`config.mk`:
```
export PLATFORM = sky130hd
export DESIGN_NAME = sio_cfg_decoder
export DESIGN_NICKNAME = d
export VERILOG_FILES = /design/src/rtl/sio_cfg_pkg.sv /design/src/rtl/sio_cfg_lock.sv /design/src/rtl/sio_glb_regs.sv /design/src/rtl/sio_dev_bank.sv /design/src/rtl/sio_cfg_decoder.sv
export SDC_FILE = /design/constraint.sdc
export NUM_CORES = 1
export LEC_CHECK = 0
export ABC_AREA = 1
export BUFFER_PORTS_ARGS = -buffer_cell sky130_fd_sc_hd__buf_2
export CORE_MARGIN = 2
export CORE_UTILIZATION = 46
export DETAILED_ROUTE_END_ITERATION = 7
export PLACE_DENSITY = 0.77
export SYNTH_ARGS = -nofsm -noshare
export SYNTH_HDL_FRONTEND = slang
export SYNTH_SLANG_ARGS = --single-unit
```
`constraint.sdc`:
```
create_clock -name clk -period 3.25 [get_ports clk]
set_clock_uncertainty 0.2 [all_clocks]
set_input_delay 0.65 -clock clk [delete_from_list [all_inputs] [get_ports clk]]
set_output_delay 0.65 -clock clk [all_outputs]
set_load 0.1 [all_outputs]
```
`src/rtl/sio_cfg_pkg.sv`:
```
// Shared constants and types for the configuration-port decoder.
// Assumes an 8-bit host data path and a fixed set of device numbers.
package sio_cfg_pkg;

    localparam int DW       = 8;
    localparam int NUM_DEV  = 7;

    localparam logic [7:0] KEY_UNLOCK = 8'h87;
    localparam logic [7:0] KEY_LOCK   = 8'hAA;

    localparam logic [7:0] IDX_DEVNUM  = 8'h07;
    localparam logic [7:0] IDX_ENABLE  = 8'h30;
    localparam logic [7:0] IDX_B0_HI   = 8'h60;
    localparam logic [7:0] IDX_B0_LO   = 8'h61;
    localparam logic [7:0] IDX_B1_HI   = 8'h62;
    localparam logic [7:0] IDX_B1_LO   = 8'h63;
    localparam logic [7:0] IDX_IRQ     = 8'h70;

    typedef enum logic [1:0] {
        LK_IDLE = 2'd0,
        LK_HALF = 2'd1,
        LK_OPEN = 2'd2
    } lock_state_t;

    // Device number served by each output slot, in slot order.
    function automatic logic [7:0] slot_devnum(input int slot);
        case (slot)
            0:       slot_devnum = 8'h01;
            1:       slot_devnum = 8'h02;
            2:       slot_devnum = 8'h04;
            3:       slot_devnum = 8'h05;
            4:       slot_devnum = 8'h06;
            5:       slot_devnum = 8'h07;
            6:       slot_devnum = 8'h0A;
            default: slot_devnum = 8'hFF;
        endcase
    endfunction

endpackage

```
`src/rtl/sio_cfg_lock.sv`:
```
// Unlock/lock sequencer for the index port.
// Watches index-port writes. Two 0x87 in a row open the space, and 0xAA
// closes it. Reports when an index write should load the index register.
module sio_cfg_lock
    import sio_cfg_pkg::*;
#(
    parameter int W = DW
) (
    input  logic         clk,
    input  logic         rst_n,
    input  logic         idx_wr,
    input  logic [W-1:0] wdata,
    output logic         open,
    output logic         idx_load
);
    lock_state_t state;

    // Advance the unlock match on every index-port write.
    always_ff @(posedge clk) begin
        if (!rst_n) begin
            state <= LK_IDLE;
        end else if (idx_wr) begin
            case (state)
                LK_IDLE: state <= (wdata == KEY_UNLOCK) ? LK_HALF : LK_IDLE;
                LK_HALF: state <= (wdata == KEY_UNLOCK) ? LK_OPEN : LK_IDLE;
                LK_OPEN: state <= (wdata == KEY_LOCK)   ? LK_IDLE : LK_OPEN;
                default: state <= LK_IDLE;
            endcase
        end
    end

    // Expose the unlocked flag and the index-load qualifier.
    always_comb begin
        open     = (state == LK_OPEN);
        idx_load = open && idx_wr && (wdata != KEY_LOCK);
    end
endmodule

```
`src/rtl/sio_glb_regs.sv`:
```
// Shared register window reached independently of the device number.
// Assumes BASE+COUNT fits in the index range.
module sio_glb_regs
    import sio_cfg_pkg::*;
#(
    parameter int          W     = DW,
    parameter int          COUNT = 16,
    parameter logic [7:0]  BASE  = 8'h20
) (
    input  logic         clk,
    input  logic         rst_n,
    input  logic         wr_en,
    input  logic [7:0]   idx,
    input  logic [W-1:0] wdata,
    output logic         hit,
    output logic [W-1:0] rdata
);
    localparam int AW = (COUNT > 1) ? $clog2(COUNT) : 1;

    logic [W-1:0] regs [COUNT];
    logic [7:0]   offs;

    // Decode whether the index falls inside the window.
    always_comb begin
        offs = idx - BASE;
        hit  = (idx >= BASE) && ({1'b0, idx} < ({1'b0, BASE} + 9'(COUNT)));
    end

    // Store data-port writes that hit the window.
    always_ff @(posedge clk) begin
        if (!rst_n) begin
            for (int i = 0; i < COUNT; i++) regs[i] <= '0;
        end else if (wr_en && hit) begin
            regs[offs[AW-1:0]] <= wdata;
        end
    end

    // Return the addressed register, or zero outside the window.
    always_comb begin
        rdata = hit ? regs[offs[AW-1:0]] : '0;
    end
endmodule

```
`src/rtl/sio_dev_bank.sv`:
```
// Register bank of one logical device: enable, two I/O bases, IRQ.
// Writes arrive only when this bank is the selected one.
module sio_dev_bank
    import sio_cfg_pkg::*;
#(
    parameter int W = DW
) (
    input  logic           clk,
    input  logic           rst_n,
    input  logic           wr_en,
    input  logic [7:0]     idx,
    input  logic [W-1:0]   wdata,
    output logic           enable,
    output logic [2*W-1:0] base0,
    output logic [2*W-1:0] base1,
    output logic [W-1:0]   irq,
    output logic [W-1:0]   rdata
);
    // Update whichever device register the index names.
    always_ff @(posedge clk) begin
        if (!rst_n) begin
            enable <= 1'b0;
            base0  <= '0;
            base1  <= '0;
            irq    <= '0;
        end else if (wr_en) begin
            case (idx)
                IDX_ENABLE: enable          <= wdata[0];
                IDX_B0_HI:  base0[2*W-1:W]  <= wdata;
                IDX_B0_LO:  base0[W-1:0]    <= wdata;
                IDX_B1_HI:  base1[2*W-1:W]  <= wdata;
                IDX_B1_LO:  base1[W-1:0]    <= wdata;
                IDX_IRQ:    irq             <= wdata;
                default: ;
            endcase
        end
    end

    // Read back the device register the index names.
    always_comb begin
        case (idx)
            IDX_ENABLE: rdata = {{(W-1){1'b0}}, enable};
            IDX_B0_HI:  rdata = base0[2*W-1:W];
            IDX_B0_LO:  rdata = base0[W-1:0];
            IDX_B1_HI:  rdata = base1[2*W-1:W];
            IDX_B1_LO:  rdata = base1[W-1:0];
            IDX_IRQ:    rdata = irq;
            default:    rdata = '0;
        endcase
    end
endmodule

```
`src/rtl/sio_cfg_decoder.sv`:
```
// Index/data configuration decoder. Holds the index and device-number
// registers, routes data-port traffic to the global window or to the
// selected device bank, and drives every device's decoded settings.
// Assumes single-cycle write strobes and a combinational read path.
module sio_cfg_decoder
    import sio_cfg_pkg::*;
#(
    parameter int          N_DEV    = NUM_DEV,
    parameter int          W        = DW,
    parameter int          GLB_CNT  = 16,
    parameter logic [7:0]  GLB_BASE = 8'h20
) (
    input  logic               clk,
    input  logic               rst_n,
    input  logic               host_wr,
    input  logic               host_addr,
    input  logic [W-1:0]       host_wdata,
    output logic [W-1:0]       host_rdata,
    output logic               cfg_open,
    output logic [N_DEV-1:0]   dev_enable,
    output logic [N_DEV*2*W-1:0] dev_base0,
    output logic [N_DEV*2*W-1:0] dev_base1,
    output logic [N_DEV*W-1:0] dev_irq
);
    logic           idx_wr, dat_wr, idx_load;
    logic [7:0]     index_q;
    logic [7:0]     devnum_q;
    logic [N_DEV-1:0] sel;
    logic           sel_any;
    logic           glb_hit;
    logic [W-1:0]   glb_rdata;
    logic [W-1:0]   bank_rdata [N_DEV];
    logic [W-1:0]   dev_rdata;

    // Split host writes by port.
    always_comb begin
        idx_wr = host_wr && !host_addr;
        dat_wr = host_wr &&  host_addr && cfg_open;
    end

    sio_cfg_lock #(.W(W)) u_lock (
        .clk      (clk),
        .rst_n    (rst_n),
        .idx_wr   (idx_wr),
        .wdata    (host_wdata),
        .open     (cfg_open),
        .idx_load (idx_load)
    );

    // Hold the current index and the device number.
    always_ff @(posedge clk) begin
        if (!rst_n) begin
            index_q  <= 8'h00;
            devnum_q <= 8'h00;
        end else begin
            if (idx_load) index_q <= host_wdata[7:0];
            if (dat_wr && index_q == IDX_DEVNUM) devnum_q <= host_wdata[7:0];
        end
    end

    sio_glb_regs #(.W(W), .COUNT(GLB_CNT), .BASE(GLB_BASE)) u_glb (
        .clk   (clk),
        .rst_n (rst_n),
        .wr_en (dat_wr),
        .idx   (index_q),
        .wdata (host_wdata),
        .hit   (glb_hit),
        .rdata (glb_rdata)
    );

    // One bank per implemented device number.
    for (genvar s = 0; s < N_DEV; s++) begin : g_dev
        assign sel[s] = (devnum_q == slot_devnum(s));

        sio_dev_bank #(.W(W)) u_bank (
            .clk    (clk),
            .rst_n  (rst_n),
            .wr_en  (dat_wr && sel[s]),
            .idx    (index_q),
            .wdata  (host_wdata),
            .enable (dev_enable[s]),
            .base0  (dev_base0[s*2*W +: 2*W]),
            .base1  (dev_base1[s*2*W +: 2*W]),
            .irq    (dev_irq[s*W +: W]),
            .rdata  (bank_rdata[s])
        );
    end

    // Combine bank read data from the selected device only.
    always_comb begin
        dev_rdata = '0;
        for (int s = 0; s < N_DEV; s++) begin
            if (sel[s]) dev_rdata = dev_rdata | bank_rdata[s];
        end
        sel_any = |sel;
    end

    // Build the port read value.
    always_comb begin
        if (!cfg_open) begin
            host_rdata = '1;
        end else if (!host_addr) begin
            host_rdata = W'(index_q);
        end else if (index_q == IDX_DEVNUM) begin
            host_rdata = W'(devnum_q);
        end else if (glb_hit) begin
            host_rdata = glb_rdata;
        end else if (sel_any) begin
            host_rdata = dev_rdata;
        end else begin
            host_rdata = '0;
        end
    end
endmodule

```
Word-level counts from Yosys, hierarchy flattened:

Memories as Yosys holds them, arrays and structs flattened.
Cells that the tools add are included.

* add/subtract/negate cells: 1
* $lt $le $gt $ge: 2
* eq/ne operators: 19
* multiplexer cells: 30
* bitwise gates (word level): 6
* reductions and logical operators: 61

Operator list (number)
* $pmux 8 s6: 7
* $mux 8: 13
* $reduce_and 2->1: 42
* $or 8x8->8: 6
* $eq 8x3->1 const B: 5
* $eq 8x7->1 const B: 5
* $eq 8x8->1 const B: 2
* $logic_and 1x1->1: 15
* $eq 8x1->1 const B: 1
* $eq 8x2->1 const B: 1
* $eq 8x4->1 const B: 1
* $eq 8x6->1 const B: 1
* $ge 8x6->1 const B: 1
* $lt 8x6->1 const B: 1
* $ne 8x8->1 const B: 1
* $reduce_or 8->1: 1
* $reduce_or 7->1: 1
* $mux 1: 6
* $pmux 2 s3: 1
* $mux 2: 2
* $mux 4: 1
* $sub 4x1->4 const B: 1
* $eq 2x1->1 const B: 1
* $eq 2x2->1 const B: 1
* 2 further kinds: 2

* register bits: 305
* RAM bits: 128
* bits of input ports: 12
* memories: 1

Memory list
* u_glb.regs: depth 16, width 8, read ports 1, clocked after Yosys merged registers in 0, write ports 16, RTL line sio_glb_regs.sv:20 `logic [W-1:0] regs [COUNT];`

Depth between registers and ports, before layout:

* word-level depth: 20
* depth in mapped cells: 16
* depth with buffers taken out: 15

Modules after synthesis:

From an unflattened synthesis, not the netlist that was laid out.

* cells, all modules: 3771
* area, all modules: 24408.4 um^2

Modules (own cells, without submodules)
* sio_dev_bank: times used 7, cells each 388, area each 2341.0 um^2, sequential area each 820.8 um^2
* sio_glb_regs: times used 1, cells each 723, area each 6281.0 um^2, sequential area each 3843.7 um^2
* sio_cfg_decoder: times used 1, cells each 293, area each 1555.2 um^2, sequential area each 320.3 um^2
* sio_cfg_lock: times used 1, cells each 39, area each 185.2 um^2, sequential area each 40.0 um^2

Worst setup path after synthesis:

Ideal clock, no wire load.

* kind: reg2out
* start point: reg index_q[3]
* end point: out host_rdata[1]
* arrival time: 2340 ps
* required time: 2400 ps
* setup slack: 60 ps
* stages on the path, launching flop included: 16
* buffers on the path: 2
* path through: dfxtp_1 > inv_2 > nand2_2 > nor2_1 > buf_2 > clkbuf_1 > nand3_1 > nand3_1 > o21ai_0 > nand2_1 > nor2_1 > nand2_1 > nand2_1 > nand2_1 > nand2_1 > nand2_1

* word-level cells in the longest chain between the ends: 20
* elaborated cells on any way between the ends: 37

RTL lines
* start: declaration: RTL line sio_cfg_decoder.sv:26 `logic [7:0] index_q;`
* start signal: assignment: RTL line sio_cfg_decoder.sv:56 `if (idx_load) index_q <= host_wdata[7:0];`
* $eq 8x7->1 or $eq 8x6->1 (tied branches): RTL line sio_dev_bank.sv:41 `case (idx)`
* $pmux 8 s6: RTL line sio_dev_bank.sv:41
* $mux 8: RTL line sio_cfg_decoder.sv:93 `if (sel[s]) dev_rdata = dev_rdata | bank_rdata[s];`
* $or 8x8->8: RTL line sio_cfg_decoder.sv:93
* $mux 8: RTL line sio_cfg_decoder.sv:93
* $or 8x8->8: RTL line sio_cfg_decoder.sv:93
* $mux 8: RTL line sio_cfg_decoder.sv:93
* $or 8x8->8: RTL line sio_cfg_decoder.sv:93
* [4 not listed]
* $mux 8: RTL line sio_cfg_decoder.sv:93
* $or 8x8->8: RTL line sio_cfg_decoder.sv:93
* $mux 8: RTL line sio_cfg_decoder.sv:93
* $mux 8: RTL line sio_cfg_decoder.sv:108 `end else if (sel_any) begin`
* $mux 8: RTL line sio_cfg_decoder.sv:106 `end else if (glb_hit) begin`
* $mux 8 *: RTL line sio_cfg_decoder.sv:104 `end else if (index_q == IDX_DEVNUM) begin`
* $mux 8 *: RTL line sio_cfg_decoder.sv:102 `end else if (!host_addr) begin`
* $mux 8 *: RTL line sio_cfg_decoder.sv:100 `if (!cfg_open) begin`
* end: declaration: RTL line sio_cfg_decoder.sv:18 `output logic [W-1:0] host_rdata,`

Mark *: on every way between the ends. The rest lies on a longest branch, timed or not.

Worst setup path in the final report:

* start point: reg index_q[7]
* end point: out host_rdata[4]

Same word-level chain as after synthesis.

==> out/qor.txt <==
RR Endpoint = g_dev[4].u_bank.base1[2]
fin crit share = 1.16
Synth top cells by count = nor2_1 (352), o21ai_0 (342), nand2_1 (324), dfxtp_1 (309), a21oi_1 (242)
crit path DAT = 2.92 ns
hold_sp = host_wdata[6]
TritonCTS clock tree = yes
port buffer count = 307
Root Buffer = clkbuf_16
Critical Path Fanout Max = 5
reg2reg path depth = 10
Least-Margin Pin Slew = 0.895 ns
post-route ant nets = 0
Post-synth EDFFs = 128
CTS Hold Bufs = 0
core area = 41800 µm²
Die Height = 209 µm
vias in the first global route = 18700
H-tree depth = 2
Reg2Reg Launch Point = devnum_q[6]
wire length on met2 = 34600 µm
Final Critical Period = 3.77 ns
Global Route Usage Sum = 0.338
DRC = 0
CTS buffer count = 45
Worst-path clk slew = 0.06 ns
synthesis-to-finish area growth = 27.5%
Hold Path Stages = 3
number of setup violations in the final report = 8
Final Hold Fails = 0
Pwr Total = 11.0 mW
Post-DP Area = 22000 µm²
failing checks = negative setup slack
Syn Area/Cell = 8.03 µm²
CP Launch Point = index_q[7]
worst reg2reg setup slack = 0.56 ns
GRT overflow = 0
Setup TNS = -3.77 ns
Crit Path Class = flip-flop to output pin
initial antenna violation count = 2
Slew Limit Fails = 0
share of layout cells above drive strength 1 = 0.270
crit path cell chain = inv_2 > buf_6 > nand4_1 > buf_4 > nor2_4 > buf_8 > buf_4 > nand2_1 > nand3_2 > nor2_4 > nor2_1 > nor2_1 > nand2_1 > nand2_2 > nand2_1 > nand2_1 > nand2_2 > buf_12
cells after synthesis = 2414
max cap viols = 0
Final Cell Area = 24700 µm²
unrepaired setup endpoints after global routing = true
routed via count = 20200
hold endpoint = g_dev[1].u_bank.base0[6]
Max Clock Freq = 266 MHz
worst hold path type = input port to flip-flop
post-layout util = 0.592
final net count = 2775
HPWL Detailed = 51700 µm
synth top area cells = dfxtp_1 (32%), edfxtp_1 (20%), o21ai_0 (8.8%), nor2_1 (6.8%), nand2_1 (6.3%)
sequential fraction of the synthesis area = 0.517
Critical Path Sink Type = output pin
area of the multi-input gates = 8570 µm²
PD cells = 446 nW/µm²
WL per Instance = 23.6 µm
Yosys top cell area share = 0.319
Post-synth ARST share = 0
normalized max-slew margin = 0.400
Post-Route WL = 78700 µm
Cell variety after synth = 30
critical path required time = 2.40 ns
syn nets = 2426
CP startpoint kind = flip-flop
row cnt = 75
initial DRC count = 2765
Clock Tree Buf Depth = 3
status = finished, violations left
Synth area leader = dfxtp_1
Metal-1 WL = 27700 µm
DR vias/cell = 6.06
count leader, synth = nor2_1
largest stage delay on the critical path = 0.33 ns
CP most frequent cell = nand2_1
Die W = 209 µm
Initial Util = 0.464
mapped cell area = 19400 µm²
largest net degree at the start of global routing = 213
DP Worst Slack = -0.0807 ns
slowest library cell on the worst path = dfxtp_2
dpl cells = 3211
Reg area = 10000 µm²
drt first pass iters = 6
Fillers = 3550
Min Hold Slack = 0.245 ns
Setup WS post-layout = -0.515 ns
top_reg_cell synth = dfxtp_1
first-pass GRT wire length = 112000 µm
Post-Layout Cell Count = 3335
static leakage = 10.8 nW
full die area = 43800 µm²
top sig layer = met5
Ports = 308
number of synthesized register bits = 437
clk sinks = 437
wire length on met3 = 10300 µm
Peak VDD IR = 0.434 mV
Clock Latency Late Sink = 0.59 ns
Warnings, synthesis = 0
GPL Wtd Cong = 1.02
## report_power, final
group          total [mW]  switching [mW]  leakage [nW]  internal, mW
clock                5.04            2.20         0.686          2.84
sequential           5.67          0.0162          3.81          5.65
combinational       0.320           0.261          6.34        0.0586
## worst max-delay path by stage
stage / cells after the start / to
global route: 16 / host_rdata[3]
detailed placement: 15 / host_rdata[3]
finish: 18 / host_rdata[4]
global placement: 15 / host_rdata[3]
floorplan: 15 / host_rdata[1]
CTS: 19 / host_rdata[7]
## cells in the final DEF (no fill, tap or decap), types with 5 or more instances in the layout
cell type | netlist | routed
dfxtp_1 | 309 | 299
buf_2 | 36 | 298
a21oi_1 | 242 | 241
a211oi_1 | 83 | 83
nand3_2 | 0 | 22
nand4_1 | 5 | 5
buf_6 | 0 | 30
o211ai_1 | 12 | 12
o22ai_1 | 22 | 22
nand2_4 | 2 | 14
inv_2 | 18 | 22
inv_1 | 107 | 97
o21ai_1 | 7 | 21
buf_4 | 31 | 130
nor3_1 | 6 | 5
edfxtp_1 | 128 | 128
buf_12 | 0 | 20
o21ai_0 | 342 | 310
nand2_2 | 7 | 36
dfxtp_2 | 0 | 7
clkinv_1 | 0 | 6
clkbuf_1 | 123 | 13
nor2_2 | 12 | 22
nor2_4 | 30 | 42
nand3_1 | 196 | 170
clkbuf_16 | 0 | 51
nand2_1 | 324 | 283
clkinv_2 | 0 | 9
nor2_1 | 352 | 330
buf_8 | 0 | 5
o21ai_2 | 0 | 14
## repair_timing
action	4_1_cts	5_1_grt
setup buffers	29	7
endpoints found under the setup margin	8	8
gates cloned	4	10
pin swaps	36	61
resized for setup	122	120
## cells by family (layout without fill, tap and decap cells)
group	count (synthesis)	after routing	share of synthesized area
AOI/OAI and AO/OA	720	720	0.201
buffers and inverters	316	697	0.0695
DFF	437	437	0.517
other	0	1	0
and+or+nand+nor	941	941	0.212
## per-layer routing
metal	track usage	vias to the layer above
met3	0.0944	366
met1	0.420	9343
li1	-	8947
met4	0.234	2
met2	0.509	1550
met5	0	-
## registers in the layout (all words and copies together), names as in the netlist, named ones only
| name | count |
|---|---|
| u_glb.regs | 128 |
| g_dev.u_bank.enable | 7 |
| g_dev.u_bank.base0 | 112 |
| g_dev.u_bank.base1 | 112 |
| devnum_q | 8 |
| g_dev.u_bank.irq | 56 |
| u_lock.state | 2 |
| index_q | 8 |
## final cells by class
| class | count | area share |
|---|---|---|
| repair buffers | 493 | 0.143 |
| flip-flops and latches | 437 | 0.407 |
| multi-input cells | 1661 | 0.347 |
| diodes | 1 | 0.000101 |
| clock buffers | 60 | 0.0486 |
| well taps | 539 | 0.0273 |
| inverters | 125 | 0.0195 |
| clock inverters | 19 | 0.00775 |
## critical path: cells and delay by family, from the launching register on
family | cells | cell delay (ns)
buffers and inverters | 6 | 0.85
AND/OR/NAND/NOR | 12 | 1.13
flip-flops | 1 | 0.33
(Power assumes the default switching activity.)
